===== config.mk =====
export PLATFORM = sky130hd
export DESIGN_NAME = frac_brg
export DESIGN_NICKNAME = d
export VERILOG_FILES = /design/src/rtl/frac_brg_pkg.sv /design/src/rtl/brg_prescaler.sv /design/src/rtl/brg_divider.sv /design/src/rtl/brg_bitcount.sv /design/src/rtl/frac_brg.sv
export SDC_FILE = /design/constraint.sdc
export NUM_CORES = 1
export LEC_CHECK = 0
export ABC_AREA = 0
export BUFFER_PORTS_ARGS = -buffer_cell sky130_fd_sc_hd__buf_2
export CAP_MARGIN = 25
export CORE_UTILIZATION = 55
export CTS_CLUSTER_DIAMETER = 30
export CTS_CLUSTER_SIZE = 40
export DETAILED_ROUTE_END_ITERATION = 12
export PLACE_DENSITY = 0.75
export SYNTH_ARGS = -nofsm -noshare
export SYNTH_HDL_FRONTEND = slang
export SYNTH_SLANG_ARGS = --single-unit
export TNS_END_PERCENT = 30

===== constraint.sdc =====
create_clock -name clk -period 6.68 [get_ports clk]
set_input_delay 0.668 -clock clk [delete_from_list [all_inputs] [get_ports clk]]
set_output_delay 0.668 -clock clk [all_outputs]
set_load 0.005 [all_outputs]

===== src/rtl/frac_brg_pkg.sv =====
package frac_brg_pkg;

    localparam int BYTE_W   = 8;
    localparam int DIV_W    = 2 * BYTE_W;
    localparam int FRAC_W   = 4;
    localparam int PRE_DIV  = 4;
    localparam int OSC_W    = 5;

    typedef enum logic [1:0] {
        OS_X16 = 2'b00,
        OS_X8  = 2'b01,
        OS_X4  = 2'b10,
        OS_RSV = 2'b11
    } os_mode_e;

    typedef struct packed {
        logic [DIV_W-1:0]  idiv;
        logic [FRAC_W-1:0] frac;
        os_mode_e          mode;
        logic              pre4;
    } brg_cfg_t;

    localparam brg_cfg_t CFG_RESET = '{
        idiv: DIV_W'(1),
        frac: '0,
        mode: OS_X16,
        pre4: 1'b0
    };

    function automatic logic [DIV_W-1:0] eff_div(input logic [DIV_W-1:0] d);
        return (d == '0) ? DIV_W'(1) : d;
    endfunction

    function automatic logic [OSC_W-1:0] os_len(input os_mode_e m);
        case (m)
            OS_X8:   return OSC_W'(8);
            OS_X4:   return OSC_W'(4);
            default: return OSC_W'(16);
        endcase
    endfunction

endpackage


===== src/rtl/brg_prescaler.sv =====
module brg_prescaler #(
    parameter int RATIO = frac_brg_pkg::PRE_DIV,
    localparam int CW   = (RATIO > 1) ? $clog2(RATIO) : 1
) (
    input  logic clk,
    input  logic rst,
    input  logic restart,
    input  logic ref_en,
    input  logic pre_sel,
    output logic pre_tick
);
    logic [CW-1:0] cnt;
    logic          wrap;

    assign wrap     = (cnt == CW'(RATIO - 1));
    assign pre_tick = ref_en && (!pre_sel || wrap);

    always_ff @(posedge clk) begin
        if (rst || restart) begin
            cnt <= '0;
        end else if (ref_en && pre_sel) begin
            cnt <= wrap ? '0 : cnt + CW'(1);
        end
    end
endmodule


===== src/rtl/brg_divider.sv =====
module brg_divider
    import frac_brg_pkg::*;
(
    input  logic              clk,
    input  logic              rst,
    input  logic              restart,
    input  logic              pre_tick,
    input  logic [DIV_W-1:0]  idiv,
    input  logic [FRAC_W-1:0] frac,
    output logic              smp_tick
);
    logic [DIV_W:0]    cnt;
    logic [DIV_W:0]    plen;
    logic [DIV_W:0]    last;
    logic [FRAC_W-1:0] acc;
    logic [FRAC_W:0]   sum;
    logic              extra;

    always_comb begin
        plen     = {1'b0, eff_div(idiv)} + {{DIV_W{1'b0}}, extra};
        last     = plen - (DIV_W+1)'(1);
        sum      = {1'b0, acc} + {1'b0, frac};
        smp_tick = pre_tick && (cnt == last);
    end

    always_ff @(posedge clk) begin
        if (rst || restart) begin
            cnt   <= '0;
            acc   <= '0;
            extra <= 1'b0;
        end else if (pre_tick) begin
            if (cnt == last) begin
                cnt   <= '0;
                acc   <= sum[FRAC_W-1:0];
                extra <= sum[FRAC_W];
            end else begin
                cnt <= cnt + (DIV_W+1)'(1);
            end
        end
    end
endmodule


===== src/rtl/brg_bitcount.sv =====
module brg_bitcount
    import frac_brg_pkg::*;
(
    input  logic     clk,
    input  logic     rst,
    input  logic     restart,
    input  logic     smp_tick,
    input  os_mode_e mode,
    output logic     bit_end
);
    logic [OSC_W-1:0] cnt;
    logic [OSC_W-1:0] last;

    assign last    = os_len(mode) - OSC_W'(1);
    assign bit_end = smp_tick && (cnt == last);

    always_ff @(posedge clk) begin
        if (rst || restart) begin
            cnt <= '0;
        end else if (smp_tick) begin
            cnt <= bit_end ? '0 : cnt + OSC_W'(1);
        end
    end
endmodule


===== src/rtl/frac_brg.sv =====
module frac_brg
    import frac_brg_pkg::*;
(
    input  logic              clk,
    input  logic              rst,
    input  logic              ref_en,
    input  logic [BYTE_W-1:0] div_lo,
    input  logic [BYTE_W-1:0] div_hi,
    input  logic [BYTE_W-1:0] frac_mode,
    input  logic              pre4_sel,
    input  logic              load,
    output logic              sample_tick,
    output logic              bit_tick
);
    brg_cfg_t cfg;
    logic     pre_tick;
    logic     smp_raw;
    logic     bit_raw;

    always_ff @(posedge clk) begin
        if (rst) begin
            cfg <= CFG_RESET;
        end else if (load) begin
            cfg.idiv <= {div_hi, div_lo};
            cfg.frac <= frac_mode[FRAC_W-1:0];
            cfg.mode <= os_mode_e'(frac_mode[FRAC_W+1:FRAC_W]);
            cfg.pre4 <= pre4_sel;
        end
    end

    brg_prescaler #(.RATIO(PRE_DIV)) u_pre (
        .clk      (clk),
        .rst      (rst),
        .restart  (load),
        .ref_en   (ref_en),
        .pre_sel  (cfg.pre4),
        .pre_tick (pre_tick)
    );

    brg_divider u_div (
        .clk      (clk),
        .rst      (rst),
        .restart  (load),
        .pre_tick (pre_tick),
        .idiv     (cfg.idiv),
        .frac     (cfg.frac),
        .smp_tick (smp_raw)
    );

    brg_bitcount u_bit (
        .clk      (clk),
        .rst      (rst),
        .restart  (load),
        .smp_tick (smp_raw),
        .mode     (cfg.mode),
        .bit_end  (bit_raw)
    );

    always_ff @(posedge clk) begin
        if (rst || load) begin
            sample_tick <= 1'b0;
            bit_tick    <= 1'b0;
        end else begin
            sample_tick <= smp_raw;
            bit_tick    <= bit_raw;
        end
    end
endmodule


==> flow_summary.toml <==
[global_routing]
grt_max_degree = 27
grtUsageTotal_pct = 20.7
antenna_found_initial = 0
grt_pass1_wl_um = 9800
grt_pass1_vias = 2188
grt_overflow = 0

[setup_path]
path_buf_inv = 0
cp.required_ps = 6930
max_stage_delay_ps = 580
critPathLaunchType = "flip-flop"
end_kind = "flip-flop"
cp_slowest_cell = "nor3_2"
critPathMostFrequentCell = "nor2_1"
arrival_ps = 4450
crit_family = "simple AND/OR/NAND/NOR gates"
crit_chain = "or4_1 > nor2_1 > a41oi_1 > ha_1 > ha_1 > or3b_2 > nor3_1 > nor2_1 > nor4_1 > nand4_1 > nor3_2 > mux2_2 > nor2_1"
path_class = "flip-flop to flip-flop"
path_max_fanout = 8

[power]
max-vdd-ir-drop_v = 0.000171
leakage_uw = 0.00128
pwr_density_cell_nw_per_um2 = 189

[route]
drc = 0
initialDrtViolationCount = 159
drt-pass1-iter-count = 4
wl_um = 5820
wl_per_cell_um = 13.4
vias_per_cell = 5.58
num_vias = 2433
antenna_left = 0

[clock_network]
cts_num_sinks = 54
cts_buffer_depth = 2
clk_pin_slew_ps = 100
cts_tree = "done"
clkLatencyLatePin_ps = 310
cts.hold.buffers_added = 0
post_cts_resized = 0
cts_max_level = 2
cts_setup_buffers = 0
cts_inserted_buffers = 5
ctsRootBufferMaster = "clkbuf_8"

[worst_hold_path]
hp-class = "flip-flop to flip-flop"

[flow_run]
max-cap-violations = 0

[timing]
maxSlewViolCount = 0
finalSetupViolCount = 0
finalCritPeriodShare_pct = 62.9
finClkSkew_ps = 11.4
tightest_slew_ps = 868
rsz0062_at_grt = "no"
setup_tns_ps = 0
fmax_mhz = 238
hold_violations = 0
fin_crit_ps = 4200
fin_ws_ps = 2480
holdWs_ps = 482
slew_headroom_pct = 41.3

[place]
numPortBuffers = 28
pre_cts_ws_ps = 2520
dp_hpwl_um = 4320
routabilityCongestion = 0.848
placed_cell_area_um2 = 3160

[synth]
synth_xor_area_share_pct = 11.6
ys_seq_elements = 54
synthTopCellsByArea = "dfxtp_1, mux2i_1, nor2_1"
synth_cells = 351
yosysSeqAreaShare_pct = 35.7
synthSimpleGateAreaFrac_pct = 24.3
synth-edff-count = 0
synth_top_area_share_pct = 35.7
synth_top_family_by_area = "simple AND/OR/NAND/NOR gates"
synth_nets = 391
synth_cell_types = 53
async_flop_share_pct = 0
yosys.area.top_type = "dfxtp_1"
synth_mux_area_share_pct = 10.3
netlist_area_um2 = 3030
synthAdderAreaFrac_pct = 4.79
synth.avg_cell_area_um2 = 8.63
synth_compound_area_share_pct = 8.51
synth_warnings = 0
ys.flop_type = "dfxtp_1"

[layout]
drive_above_1_share_pct = 13.4
antenna_cells = 0
final_common_cell = "nor2_1"
regArea_um2 = 1080
mostFrequentLayoutCells = "nor2_1, dfxtp_1, mux2i_1"
multi_input_area_um2 = 1800
nets = 405
fin_area_um2 = 3250
area_growth_pct = 7.31
fillerInstances = 485

[status]
status = "complete, no violations"

[die]
die_w_um = 76.2
io_pins = 31
fp.coreArea_um2 = 5200
core.rowCount = 26
fp.dieH_um = 76.2
die_area_um2 = 5810
start_util_pct = 58.2
worst reg2reg max path: cells and delay by family, from the launching register on:
kind / cells / cell delay [ps]
and+or+nand+nor: 9 / 2540
DFF: 1 / 490
muxes: 1 / 400
adders and majority gates: 2 / 470
AOI/OAI and AO/OA: 1 / 250
metal layers:
metal / global-route usage, % / vias up / wire (um)
met3: 4.31 / 8 / 275
met1: 28.4 / 1118 / 2940
met2: 32.9 / 66 / 2540
met5: 0 / - / 0
li1: - / 1241 / -
met4: 5.38 / 0 / 67
Yosys cell counts (3+ instances only):
library cell   n
nor2_1        61
dfxtp_1       54
mux2i_1       29
xnor2_1       25
nand2_1       16
clkbuf_1      15
xor2_1        15
a21oi_1       13
inv_1         13
nor3_1        13
ha_1          10
nand3_1       10
nand4_1        9
nor4_1         6
nor2b_1        5
nor3b_1        4
or3_1          4
a21o_1         3
buf_2          3
report_power, final:
part	internal [uW]	switching, uW
registers	331	12.8
clock network	83.9	102
logic	38.9	47.5
total	453	163
final timing paths:
path	from	to	slack, ps	cells after the start
hold / removal	u_pre.cnt[1]$_SDFFE_PP0P_	u_pre.cnt[1]$_SDFFE_PP0P_	480	2
hold reg to reg	u_pre.cnt[1]$_SDFFE_PP0P_	u_pre.cnt[1]$_SDFFE_PP0P_	480	2
setup reg to reg	cfg[12]$_SDFFE_PP0P_	u_div.extra$_SDFFE_PP0P_	2480	13
setup / recovery	cfg[12]$_SDFFE_PP0P_	u_div.extra$_SDFFE_PP0P_	2480	13
state kept, by name, summed over array words and instances (netlist names):
| name | count |
|---|---|
| u_pre.cnt | 2 |
| u_div.cnt | 17 |
| u_div.extra | 1 |
| u_div.acc | 4 |
| cfg | 23 |
| bit_tick | 1 |
| u_bit.cnt | 5 |
| sample_tick | 1 |
cell families after synthesis:
| group | after synthesis |
|---|---|
| XOR/XNOR | 40 |
| AO/OA/AOI/OAI | 36 |
| adder cells (fa/ha/maj) | 11 |
| AND/OR/NAND/NOR | 145 |
| buffers and inverters | 34 |
| flip-flops | 54 |
| multiplexers | 31 |
layout make-up:
type,instances,share of cell area (%)
clock buffer,7,2.65
clock inverter,1,0.154
inverter,13,1.50
multi-input combinational,263,55.4
sequential,54,33.2
tap,70,2.69
timing repair buffer,28,4.31
stage by stage:
stage / power [uW] / utilization, % / instances
5_1_grt: 643 / 62.5 / 436
4_1_cts: 619 / 62.5 / 436
3_3_place_gp: 434 / 60.7 / 428
6_report: 616 / 62.5 / 436
2_1_floorplan: 417 / - / 351
3_5_place_dp: 436 / 60.7 / 428
Note: power is estimated with default switching activity, not from simulation.
